--- src/rtl/cpu_ctl_pkg.sv ---
package cpu_ctl_pkg;
  localparam int OPC_W = 4;

  localparam logic [OPC_W-1:0] OPC_NOP = 4'd0;
  localparam logic [OPC_W-1:0] OPC_LDA = 4'd1;
  localparam logic [OPC_W-1:0] OPC_ADD = 4'd2;
  localparam logic [OPC_W-1:0] OPC_SUB = 4'd3;
  localparam logic [OPC_W-1:0] OPC_STA = 4'd4;
  localparam logic [OPC_W-1:0] OPC_LDI = 4'd5;
  localparam logic [OPC_W-1:0] OPC_JMP = 4'd6;
  localparam logic [OPC_W-1:0] OPC_JC  = 4'd7;
  localparam logic [OPC_W-1:0] OPC_JZ  = 4'd8;
  localparam logic [OPC_W-1:0] OPC_OUT = 4'd14;
  localparam logic [OPC_W-1:0] OPC_HLT = 4'd15;

  typedef enum logic [3:0] {
    ST_FETCH_ADDR,
    ST_FETCH_INSN,
    ST_OPND_ADDR,
    ST_LOAD_A,
    ST_LOAD_B,
    ST_WB_ADD,
    ST_WB_SUB,
    ST_STORE,
    ST_LOAD_IMM,
    ST_SHOW,
    ST_JUMP,
    ST_HALT
  } state_e;

  typedef struct packed {
    logic pc_oe;
    logic mar_load;
    logic ram_oe;
    logic ir_load;
    logic pc_inc;
    logic ir_oe;
    logic a_load;
    logic a_oe;
    logic b_load;
    logic alu_oe;
    logic alu_sub;
    logic flags_load;
    logic ram_write;
    logic out_load;
    logic pc_load;
    logic halted;
  } strobes_t;
endpackage

--- src/rtl/ctl_seq.sv ---
module ctl_seq
  import cpu_ctl_pkg::*;
(
  input  logic             clk,
  input  logic             rst,
  input  logic [OPC_W-1:0] opcode,
  input  logic             flag_zero,
  input  logic             flag_carry,
  output state_e           state
);
  state_e nxt;

  // Dispatch after the instruction word lands in the IR
  function automatic state_e dispatch(input logic [OPC_W-1:0] op,
                                      input logic zf, input logic cf);
    state_e s;
    case (op)
      OPC_LDA, OPC_ADD, OPC_SUB, OPC_STA: s = ST_OPND_ADDR;
      OPC_LDI: s = ST_LOAD_IMM;
      OPC_JMP: s = ST_JUMP;
      OPC_JC:  s = cf ? ST_JUMP : ST_FETCH_ADDR;
      OPC_JZ:  s = zf ? ST_JUMP : ST_FETCH_ADDR;
      OPC_OUT: s = ST_SHOW;
      OPC_HLT: s = ST_HALT;
      default: s = ST_FETCH_ADDR;  // NOP and unassigned codes
    endcase
    return s;
  endfunction

  always_comb begin
    case (state)
      ST_FETCH_ADDR: nxt = ST_FETCH_INSN;
      ST_FETCH_INSN: nxt = dispatch(opcode, flag_zero, flag_carry);
      ST_OPND_ADDR: begin
        if (opcode == OPC_LDA)      nxt = ST_LOAD_A;
        else if (opcode == OPC_STA) nxt = ST_STORE;
        else                        nxt = ST_LOAD_B;
      end
      ST_LOAD_B: nxt = (opcode == OPC_SUB) ? ST_WB_SUB : ST_WB_ADD;
      ST_HALT:   nxt = ST_HALT;
      default:   nxt = ST_FETCH_ADDR;
    endcase
  end

  always_ff @(posedge clk) begin
    if (rst) state <= ST_FETCH_ADDR;
    else     state <= nxt;
  end
endmodule

--- src/rtl/ctl_strobe_dec.sv ---
module ctl_strobe_dec
  import cpu_ctl_pkg::*;
(
  input  state_e   state,
  output strobes_t sb
);
  always_comb begin
    sb = '0;
    case (state)
      ST_FETCH_ADDR: begin sb.pc_oe  = 1'b1; sb.mar_load = 1'b1; end
      ST_FETCH_INSN: begin
        sb.ram_oe = 1'b1; sb.ir_load = 1'b1; sb.pc_inc = 1'b1;
      end
      ST_OPND_ADDR:  begin sb.ir_oe  = 1'b1; sb.mar_load = 1'b1; end
      ST_LOAD_A:     begin sb.ram_oe = 1'b1; sb.a_load   = 1'b1; end
      ST_LOAD_B:     begin sb.ram_oe = 1'b1; sb.b_load   = 1'b1; end
      ST_WB_ADD: begin
        sb.alu_oe = 1'b1; sb.a_load = 1'b1; sb.flags_load = 1'b1;
      end
      ST_WB_SUB: begin
        sb.alu_oe = 1'b1; sb.a_load = 1'b1; sb.flags_load = 1'b1;
        sb.alu_sub = 1'b1;
      end
      ST_STORE:      begin sb.a_oe  = 1'b1; sb.ram_write = 1'b1; end
      ST_LOAD_IMM:   begin sb.ir_oe = 1'b1; sb.a_load    = 1'b1; end
      ST_SHOW:       begin sb.a_oe  = 1'b1; sb.out_load  = 1'b1; end
      ST_JUMP:       begin sb.ir_oe = 1'b1; sb.pc_load   = 1'b1; end
      ST_HALT:       sb.halted = 1'b1;
      default:       sb = '0;
    endcase
  end
endmodule

--- src/rtl/cpu_ctl.sv ---
module cpu_ctl
  import cpu_ctl_pkg::*;
(
  input  logic             clk,
  input  logic             rst,
  input  logic [OPC_W-1:0] opcode,
  input  logic             flag_zero,
  input  logic             flag_carry,
  output logic             pc_oe,
  output logic             mar_load,
  output logic             ram_oe,
  output logic             ir_load,
  output logic             pc_inc,
  output logic             ir_oe,
  output logic             a_load,
  output logic             a_oe,
  output logic             b_load,
  output logic             alu_oe,
  output logic             alu_sub,
  output logic             flags_load,
  output logic             ram_write,
  output logic             out_load,
  output logic             pc_load,
  output logic             halted
);
  state_e   state;
  strobes_t sb;

  ctl_seq u_seq (
    .clk        (clk),
    .rst        (rst),
    .opcode     (opcode),
    .flag_zero  (flag_zero),
    .flag_carry (flag_carry),
    .state      (state)
  );

  ctl_strobe_dec u_dec (
    .state (state),
    .sb    (sb)
  );

  assign pc_oe      = sb.pc_oe;
  assign mar_load   = sb.mar_load;
  assign ram_oe     = sb.ram_oe;
  assign ir_load    = sb.ir_load;
  assign pc_inc     = sb.pc_inc;
  assign ir_oe      = sb.ir_oe;
  assign a_load     = sb.a_load;
  assign a_oe       = sb.a_oe;
  assign b_load     = sb.b_load;
  assign alu_oe     = sb.alu_oe;
  assign alu_sub    = sb.alu_sub;
  assign flags_load = sb.flags_load;
  assign ram_write  = sb.ram_write;
  assign out_load   = sb.out_load;
  assign pc_load    = sb.pc_load;
  assign halted     = sb.halted;
endmodule

--- config.mk ---
export PLATFORM = sky130hd
export DESIGN_NAME = cpu_ctl
export DESIGN_NICKNAME = d
export VERILOG_FILES = /design/src/rtl/cpu_ctl_pkg.sv /design/src/rtl/ctl_seq.sv /design/src/rtl/ctl_strobe_dec.sv /design/src/rtl/cpu_ctl.sv
export SDC_FILE = /design/constraint.sdc
export NUM_CORES = 1
export LEC_CHECK = 0
export BUFFER_PORTS_ARGS = -buffer_cell sky130_fd_sc_hd__buf_2
export CORE_MARGIN = 2
export CORE_UTILIZATION = 42
export CTS_BUF_LIST = sky130_fd_sc_hd__clkbuf_16
export DETAILED_ROUTE_END_ITERATION = 10
export GPL_ROUTABILITY_DRIVEN = 0
export PLACE_DENSITY = 0.72
export SKIP_LAST_GASP = 1
export SLEW_MARGIN = 20
export SYNTH_ARGS = -nofsm -noshare
export SYNTH_HDL_FRONTEND = slang
export SYNTH_SLANG_ARGS = --single-unit
--- constraint.sdc ---
create_clock -name clk -period 1.1 [get_ports clk]
set_input_delay 0.055 -clock clk [delete_from_list [all_inputs] [get_ports clk]]
set_output_delay 0.055 -clock clk [all_outputs]
set_load 0.05 [all_outputs]
==> qor.csv, run 1 <==
metric;value;unit
clock_tree.htree_level_count;1;
die_height;42.05;um
compound_gate_portion_of_the_synthesized_area;0.2469;
design.final.nets;131;
dp_slack;-0.2697;ns
clock_latency;0.23;ns
outcome;finished, violations left;
fp.dieArea;1768;sq um
power.share.combinational;0.507;
placeableCoreArea;1334;sq um
io_pins;24;
synth_simple_gate_area_share;0.3848;
reg2reg_slack;-0.29;ns
tightest_slew;0.4931;ns
critical_path_peak_fanout;7;
netlist_instances;80;
path_delay_family;buffers and inverters;
slowest_stage;dfxtp_4;
synthArstFlopShare;0;
synth_xor_xnor_area_share;0.02881;
maximum_vdd_ir_drop;998.5;uV
cts_max_path_buffers;2;
worst-path-stages;4;
layout_top_registers;u_seq.state x4;
drt-initial-drc-count;28;
dr_total_vias;867;
place_area;899.6;sq um
routed_met1_length;1.017;mm
category_of_the_worst_setup_path_launch_point;flip-flop;
grt_overflow_total;0;
finClkSkew;0.0003059;ns
setup_repair_after_global_routing_missed_its_margin;yes;
worst_ep_required_time;1.04;ns
worst-endpoint-arrival;1.34;ns
flip_flop_count_of_the_largest_register_all_copies_and_words_added;4;
netSwitchingPower;606.9;uW
design_power_total;1581;uW
crit_path_max_incr_delay;0.36;ns
fin_crit;1.394;ns
drt_drc_violations_left;0;
postLayoutCellArea;1229;sq um
post_route_cells_drive_above_1_share;0.6860;
worst_hold_path_type;in -> reg;
grt_antenna_before_repair;0;
internal;974.2;uW
drv.max_cap_violation_count;0;
share_of_the_cycle_needed_by_the_critical_path_after_routing;1.267;
synth_top_family_by_area;simple AND/OR/NAND/NOR gates;
via_per_inst;6.375;
cts.clk_slew.worst_paths;0.03;ns
cts.sinks;4;
vias_in_the_first_global_route;834;
netSwitchingFraction;0.3839;
cts_tree;built;
path_cells;nand2b_2, buf_4, nor2_2, buf_4;
post_synth_instance_area;608.1;sq um
synth-edff-count;0;
setup_viol_count_final;20;
yosys_warnings;0;
diodes;0;
finalHoldViolations;0;
route.antenna.remaining_nets;0;
failing_checks;setup timing;
syn-num-nets;88;
first_pass_iters;4;
portBuffers;23;
start_util;0.4559;
grt.total_usage;0.3028;
sequential_to_total_area_share_from_yosys_stat;0.1317;
cp_common_cell;buf_4;
leakage;0.0004947;uW
cts_root_buf;clkbuf_16;
detailroute.wirelength.met2;1.473;mm
routed-wl-met3;187;um
detail_route.wirelength;2.862;mm
area_growth_syn_to_layout;102.1;%
share_of_total_power_in_the_clock_network;0.370;
synth_cell_type_count;38;
hold-path-cell-count;3;
timing.slew.headroom;0.6666;
number_of_pins_with_negative_max_slew_slack_in_the_final_report;0;
critical_path_class;reg -> out;
rows;13;
cts_buffers;3;
grt_max_degree;10;
synthAdderAreaFrac;0.01852;
post-route-worst-setup-slack;-0.2937;ns
synthFlopType;dfxtp_1;
routedWlPerCell;21.04;um
ys_ff_latch;4;
synth.area.mux_share;0.03292;
hpwl;1.352;mm
cts-hold-fix-buffers;0;
grt_first_pass_wirelength;4.015;mm
power_frac_seq;0.123;
post-route-util;0.9212;
power.density_cell_area;1287;nW/um^2
setup.worst_path.end_class;output pin;
cp_num_buf_inv;2;
die_w;42.05;um
routed.top_layer;met4;
syn_area_per_cell;7.601;sq um
r2r_cells;5;
regMostFlops;u_seq.state;
maxClockFrequency;0.7175;GHz
holdWs;0.1759;ns
-- cell usage after synthesis (2+ instances only) --
cell type  instances  share of area
a31oi_1            3          0.031
buf_4              4          0.049
xor2_1             2          0.029
inv_1              3          0.019
nand2_1            5          0.031
nand2b_1           4          0.041
a21oi_1            4          0.033
nand4_1            2          0.021
nor2_1            11          0.068
buf_6              3          0.056
mux2i_1            2          0.033
nor4_2             2          0.041
buf_2              4          0.033
nor3_1             4          0.033
dfxtp_1            4           0.13
-- timing repair --
| item | in CTS | in global routing |
|---|---|---|
| gates cloned | 0 | 0 |
| endpoints found under the setup margin | 20 | 20 |
| gates resized for setup | 45 | 12 |
| pin swaps | 2 | 4 |
| buffers inserted | 6 | 3 |
-- metrics by stage --
step | instances | TNS [ns]
2_1_floorplan | 80 | -4.672
3_3_place_gp | 125 | -2.663
3_5_place_dp | 125 | -3.150
4_1_cts | 134 | -3.982
5_1_grt | 136 | -5.089
6_report | 136 | -4.379
-- worst reg2reg max path, stage by stage (launching register included) --
cell and delay (ns):
dfxtp_4 0.38, buf_4 0.16, nor4_4 0.26, a22o_1 0.18, nand3b_1 0.14, a31oi_1 0.19
-- cells in the final DEF, fill, tap and decap left out, types with 2 or more instances in the layout --
master     instances
nand2_1            5
nand4_1            2
a31oi_1            3
nor4_4             2
dfxtp_4            4
clkbuf_16          3
buf_8              4
buf_2              7
nor2_1             5
a21oi_1            2
a21oi_2            2
nand2b_4           2
xor2_1             2
buf_4             24
nor3_4             3
inv_1              3
buf_6             14
nor2_4             4
nor2_2             3
-- routing by layer --
| metal | track usage | vias to the layer above |
|---|---|---|
| met3 | 0.03879 | 22 |
| met5 | 0 | - |
| met4 | 0.1313 | 0 |
| li1 | - | 377 |
| met2 | 0.5875 | 68 |
| met1 | 0.3203 | 400 |
-- final timing paths --
kind / from / endpoint
max: u_seq.state[2] / out_load
min reg2reg: u_seq.state[3] / u_seq.state[2]
min: rst / u_seq.state[3]
max reg2reg: u_seq.state[0] / u_seq.state[1]
-- cell families (layout without fill, tap and decap cells) --
| group | count (synthesis) | after routing |
|---|---|---|
| AO/OA/AOI/OAI | 19 | 19 |
| XOR/XNOR | 2 | 2 |
| adder cells (fa/ha/maj) | 1 | 1 |
| buffers and inverters | 14 | 55 |
| flip-flops | 4 | 4 |
| multiplexers | 2 | 2 |
| AND/OR/NAND/NOR | 38 | 38 |
-- power groups by stage --
stage | clock network, uW | logic (uW) | registers (uW)
after floorplan | 0 | 483 | 173
after global placement | 0 | 557 | 196
after detailed placement | 0 | 568 | 196
after CTS | 572 | 751 | 191
after global routing | 589 | 832 | 196
final | 585 | 802 | 195
-- final cells by class --
cell class / count / area, sq um
multi-input cells: 62 / 595.6
repair buffers: 49 / 432.9
fillers: 52 / 105.1
flip-flops and latches: 4 / 95.09
clock buffers: 3 / 75.07
well taps: 15 / 18.77
inverters: 3 / 11.26
No activity file was read; power rests on OpenSTA's default activity.
==> inputs of run 2 (changes only) <==
--- a/constraint.sdc
+++ b/constraint.sdc
@@ -3,2 +3,2 @@
 set_output_delay 0.055 -clock clk [all_outputs]
-set_load 0.05 [all_outputs]
+set_load 0.02 [all_outputs]
==> qor.csv, run 2 (synthesis gave the netlist of run 1 again) <==
metric;value;unit
num-fill-cells;78;
fp.dieArea;1768;sq um
flip_flop_count_of_the_largest_register_all_copies_and_words_added;4;
outcome;finished, violations left;
cts_max_path_buffers;2;
setup_repair_after_global_routing_missed_its_margin;yes;
netSwitchingPower;403.4;uW
io_pins;24;
worst-endpoint-arrival;1.27;ns
first_pass_iters;4;
power_frac_seq;0.138;
grt_overflow_total;0;
critical_path_class;reg -> out;
timing.slew.headroom;0.7642;
post_route_cells_drive_above_1_share;0.6500;
fin_crit;1.322;ns
rows;13;
drt_drc_violations_left;0;
vias_in_the_first_global_route;796;
grt_max_degree;12;
regMostFlops;u_seq.state;
detail_route.wirelength;1.946;mm
die_height;42.05;um
post-route-util;0.8293;
share_of_the_cycle_needed_by_the_critical_path_after_routing;1.202;
layout_top_registers;u_seq.state x4;
dp_slack;-0.1677;ns
drt-initial-drc-count;8;
cts_buffers;3;
dr_total_vias;763;
design_power_total;1314;uW
grt_first_pass_wirelength;3.429;mm
maximum_vdd_ir_drop;1338;uV
cts-hold-fix-buffers;0;
routedWlPerCell;14.41;um
route.antenna.remaining_nets;0;
post-route-worst-setup-slack;-0.2222;ns
grt_antenna_before_repair;0;
hpwl;1.340;mm
worst_ep_required_time;1.04;ns
drv.max_cap_violation_count;0;
start_util;0.4559;
internal;911.1;uW
clock_tree.htree_level_count;1;
setup_viol_count_final;20;
setup_total_negative_slack;-3.011;ns
final_common_cell;buf_4;
power.share.combinational;0.431;
cts.sinks;4;
category_of_the_worst_setup_path_launch_point;flip-flop;
tightest_slew;0.3487;ns
placeableCoreArea;1334;sq um
failing_checks;setup timing;
critical_path_peak_fanout;6;
maxClockFrequency;0.7563;GHz
cts_tree;built;
design.final.nets;130;
cts_root_buf;clkbuf_16;
area_growth_syn_to_layout;81.89;%
worst_hold_path_type;in -> reg;
mostFrequentLayoutCells;buf_4, buf_6, buf_2, nor2_1, nand2_1;
number_of_pins_with_negative_max_slew_slack_in_the_final_report;0;
diodes;0;
portBuffers;23;
leakage;0.0004611;uW
grt.total_usage;0.2464;
finalHoldViolations;0;
netSwitchingFraction;0.3069;
clock_latency;0.22;ns
setup.worst_path.end_class;output pin;
share_of_total_power_in_the_clock_network;0.431;
cts.clk_slew.worst_paths;0.03;ns
die_w;42.05;um
via_per_inst;5.652;
holdWs;0.1262;ns
power.density_cell_area;1188;nW/um^2
finClkSkew;0.0004278;ns
-- run 2: cell types whose count changed in the layout (fill, tap and decap cells not counted), sizes merged --
cell / previous run / this run
buf: 49 / 48
-- run 2: final timing paths --
check / startpoint / endpoint / slack (ns) / cells past startpoint
worst max register to register: u_seq.state[3] / u_seq.state[0] / -0.16 / 5
worst max-delay path: u_seq.state[2] / ram_oe / -0.22 / 5
worst min register to register: u_seq.state[3] / u_seq.state[2] / 0.66 / 2
worst min-delay path: rst / u_seq.state[3] / 0.13 / 3
-- run 2: area by class of cell --
| type | count | area [sq um] | area share |
|---|---|---|---|
| inverter | 3 | 11.26 | 0.01018 |
| tap | 15 | 18.77 | 0.01697 |
| timing repair buffer | 48 | 375.4 | 0.3394 |
| sequential | 4 | 92.59 | 0.08371 |
| clock buffer | 3 | 75.07 | 0.06787 |
| multi-input combinational | 62 | 533.0 | 0.4819 |
-- run 2: metrics by stage --
step / area [sq um] / std cells
after floorplan: 668.1 / 80
after global placement: 857.1 / 126
after detailed placement: 857.1 / 126
after CTS: 1084 / 135
after global routing: 1106 / 135
final: 1106 / 135
-- run 2: worst max-delay path, cell delays in order, from the launching register on --
cell,delay (ns)
dfxtp_4,0.39
buf_6,0.12
buf_4,0.13
mux2i_1,0.18
nor2_1,0.07
buf_4,0.15
-- run 2: power groups by stage --
stage / registers [uW] / clock network, uW / logic [uW]
after floorplan: 172 / 0 / 322
after global placement: 182 / 0 / 425
after detailed placement: 183 / 0 / 436
after CTS: 181 / 568 / 547
after global routing: 183 / 582 / 605
final: 181 / 567 / 567
-- run 2: timing repair --
| item | CTS | global route |
|---|---|---|
| setup buffers | 5 | 0 |
| cloned | 1 | 0 |
| setup endpoints to repair | 20 | 20 |
| pin swaps | 9 | 3 |
| gates resized for setup | 34 | 6 |
-- run 2: metal layers --
layer,GRT usage,share of wire,up-vias
li1,-,-,371
met1,0.2592,0.39,361
met2,0.4906,0.56,31
met3,0.03017,0.054,0
met4,0.08750,0,0
met5,0,0,-
==> inputs of run 3 (changes only) <==
- ABC_AREA: unset -> 1
- CORE_AREA: unset -> 2 2 39 41
- CORE_MARGIN: 2 -> unset
- CORE_UTILIZATION: 42 -> unset
- DIE_AREA: unset -> 0 0 41 43
- PLACE_DENSITY: 0.72 -> 0.67
==> qor.csv, run 3 <==
metric;value;unit
grt.total_usage;0.1677;
clock_latency;0.23;ns
io_pins;24;
worst-endpoint-arrival;1.16;ns
postLayoutCellArea;892.1;sq um
dr_total_vias;638;
power.density_cell_area;1298;nW/um^2
netlist_instances;94;
setup_repair_after_global_routing_missed_its_margin;yes;
syn_area_per_cell;5.085;sq um
synthFlopType;dfxtp_1;
cts.sinks;4;
multi_input_comb_area;370.4;sq um
synth_cell_type_count;15;
number_of_pins_with_negative_max_slew_slack_in_the_final_report;0;
diodes;0;
finClkSkew;0.004572;ns
rr_startpoint;u_seq.state[3];
failing_checks;setup timing;
area_growth_syn_to_layout;86.65;%
hold-path-cell-count;2;
maxClockFrequency;0.8260;GHz
routed-wl-met3;65;um
design.final.nets;135;
first_pass_iters;4;
synth-edff-count;0;
cp_num_buf_inv;3;
setup.worst_path.end_class;output pin;
yosysTopAreaCellShare;0.2513;
path_cells;inv_4, nor2_4, inv_2, o2111ai_2, buf_6;
final_common_cell;nand2_1;
critical_path_class;reg -> out;
grt_max_degree;8;
grt_antenna_before_repair;0;
cts-hold-fix-buffers;0;
fp.dieArea;1763;sq um
die_w;41;um
timing.slew.headroom;0.8738;
setup_viol_count_final;14;
rows;14;
category_of_the_worst_setup_path_launch_point;flip-flop;
cts_max_path_buffers;2;
regMostFlops;u_seq.state;
ys_ff_latch;4;
vias_in_the_first_global_route;552;
drv.max_cap_violation_count;0;
via_per_inst;4.525;
placeableCoreArea;1384;sq um
leakage;0.0004619;uW
share_of_the_cycle_needed_by_the_critical_path_after_routing;1.101;
detail_route.wirelength;1.293;mm
r2r_cells;9;
portBuffers;23;
clock_tree.htree_level_count;1;
fin_crit;1.211;ns
seq_area;92.59;sq um
die_height;43;um
post_route_cells_drive_above_1_share;0.5440;
maximum_vdd_ir_drop;1305;uV
grt_overflow_total;0;
hpwl;933.2;um
critical_path_peak_fanout;5;
sequential_to_total_area_share_from_yosys_stat;0.1675;
synthArstFlopShare;0;
num-fill-cells;121;
cts_buffers;3;
routed_met1_length;554;um
outcome;finished, violations left;
path_delay_family;flip-flops;
drt_drc_violations_left;0;
routed.top_layer;met4;
yosys_warnings;0;
flip_flop_count_of_the_largest_register_all_copies_and_words_added;4;
mostFrequentLayoutCells;nand2_1, nor2_1, buf_6, inv_2;
place_area;610.6;sq um
post-route-worst-setup-slack;-0.1107;ns
worst_hold_path_type;in -> reg;
cts.clk_slew.worst_paths;0.03;ns
post_synth_instance_area;478.0;sq um
cts_tree;built;
slowest_stage;dfxtp_4;
post-route-util;0.6447;
tightest_slew;0.1886;ns
finalHoldViolations;0;
crit_path_max_incr_delay;0.36;ns
synth_largest_area_cell;nand2_1;
dp_cells;131;
worst_hold_startpoint;rst;
whs_endpoint;u_seq.state[0];
synth_commonest_cells;nand2_1, nor2_1, inv_1;
syn-num-nets;102;
layout.cells.non_filler;141;
drt-initial-drc-count;6;
grt_first_pass_wirelength;2.049;mm
yosysMostFrequentCell;nand2_1;
layout_top_registers;u_seq.state x4;
cts_root_buf;clkbuf_16;
detailroute.wirelength.met2;649;um
start_util;0.3454;
worstReg2RegEnd;u_seq.state[0];
route.antenna.remaining_nets;0;
routedWlPerCell;9.170;um
reg2reg_slack;-0.04;ns
synth_top_cells_by_area;nand2_1, dfxtp_1, nor2_1;
worst_ep_required_time;1.04;ns
run 3: logic make-up after synthesis:
family,Yosys count,synth area share
flip-flops,4,0.1675
AND/OR/NAND/NOR,62,0.5655
buffers and inverters,21,0.1806
AO/OA/AOI/OAI,7,0.08639
run 3: metal layers:
layer	up-vias	track usage
met1	269	0.1929
met2	19	0.2750
met5	-	0
met4	0	0.08000
met3	2	0.03665
li1	348	-
run 3: per-stage QoR:
stage | hold slack (ns) | worst slack, ns | power (uW) | TNS, ns
6_report | 0.01664 | -0.1107 | 1158 | -0.7526
5_1_grt | 0.03063 | -0.1779 | 1216 | -1.701
4_1_cts | 0.01517 | -0.1236 | 1136 | -0.9294
3_5_place_dp | 0.2633 | -0.02848 | 450.1 | -0.05292
3_3_place_gp | 0.2655 | -0.002401 | 449.3 | -0.002401
2_1_floorplan | 0.1241 | 0.006094 | 373.4 | 0
run 3: worst max path at each step:
stage	start	end	slack, ns	cells after the start
final	u_seq.state[3]	a_load	-0.11	5
after global routing	u_seq.state[2]	ram_oe	-0.18	7
after CTS	u_seq.state[2]	a_load	-0.12	5
after detailed placement	u_seq.state[0]	u_seq.state[1]	-0.03	7
after global placement	u_seq.state[0]	u_seq.state[1]	-0.002	7
after floorplan	u_seq.state[2]	flags_load	0.006	7
run 3: layout make-up:
cell class,instances,area share
clock buffer,3,0.08415
inverter,19,0.08555
multi-input combinational,69,0.4151
sequential,4,0.1038
tap,16,0.02244
timing repair buffer,30,0.2889
run 3: timing repair:
action,CTS,global route
endpoints found under the setup margin,18,18
resized for setup,35,21
buffers inserted,5,2
pin swaps,10,5
run 3: where the power goes:
group,switching [uW],internal [uW]
clock network,105,465
logic,216,192
registers,22.4,157
total,344,814
run 3: worst reg2reg max path, stage by stage, from the launching register on:
cell     delay (ns)
dfxtp_4        0.35
inv_4          0.08
nand2_4        0.08
nor2_4         0.15
buf_6          0.12
buf_6          0.08
nand2_2        0.04
nand3_2        0.05
nor2_1         0.04
nor2_1         0.08
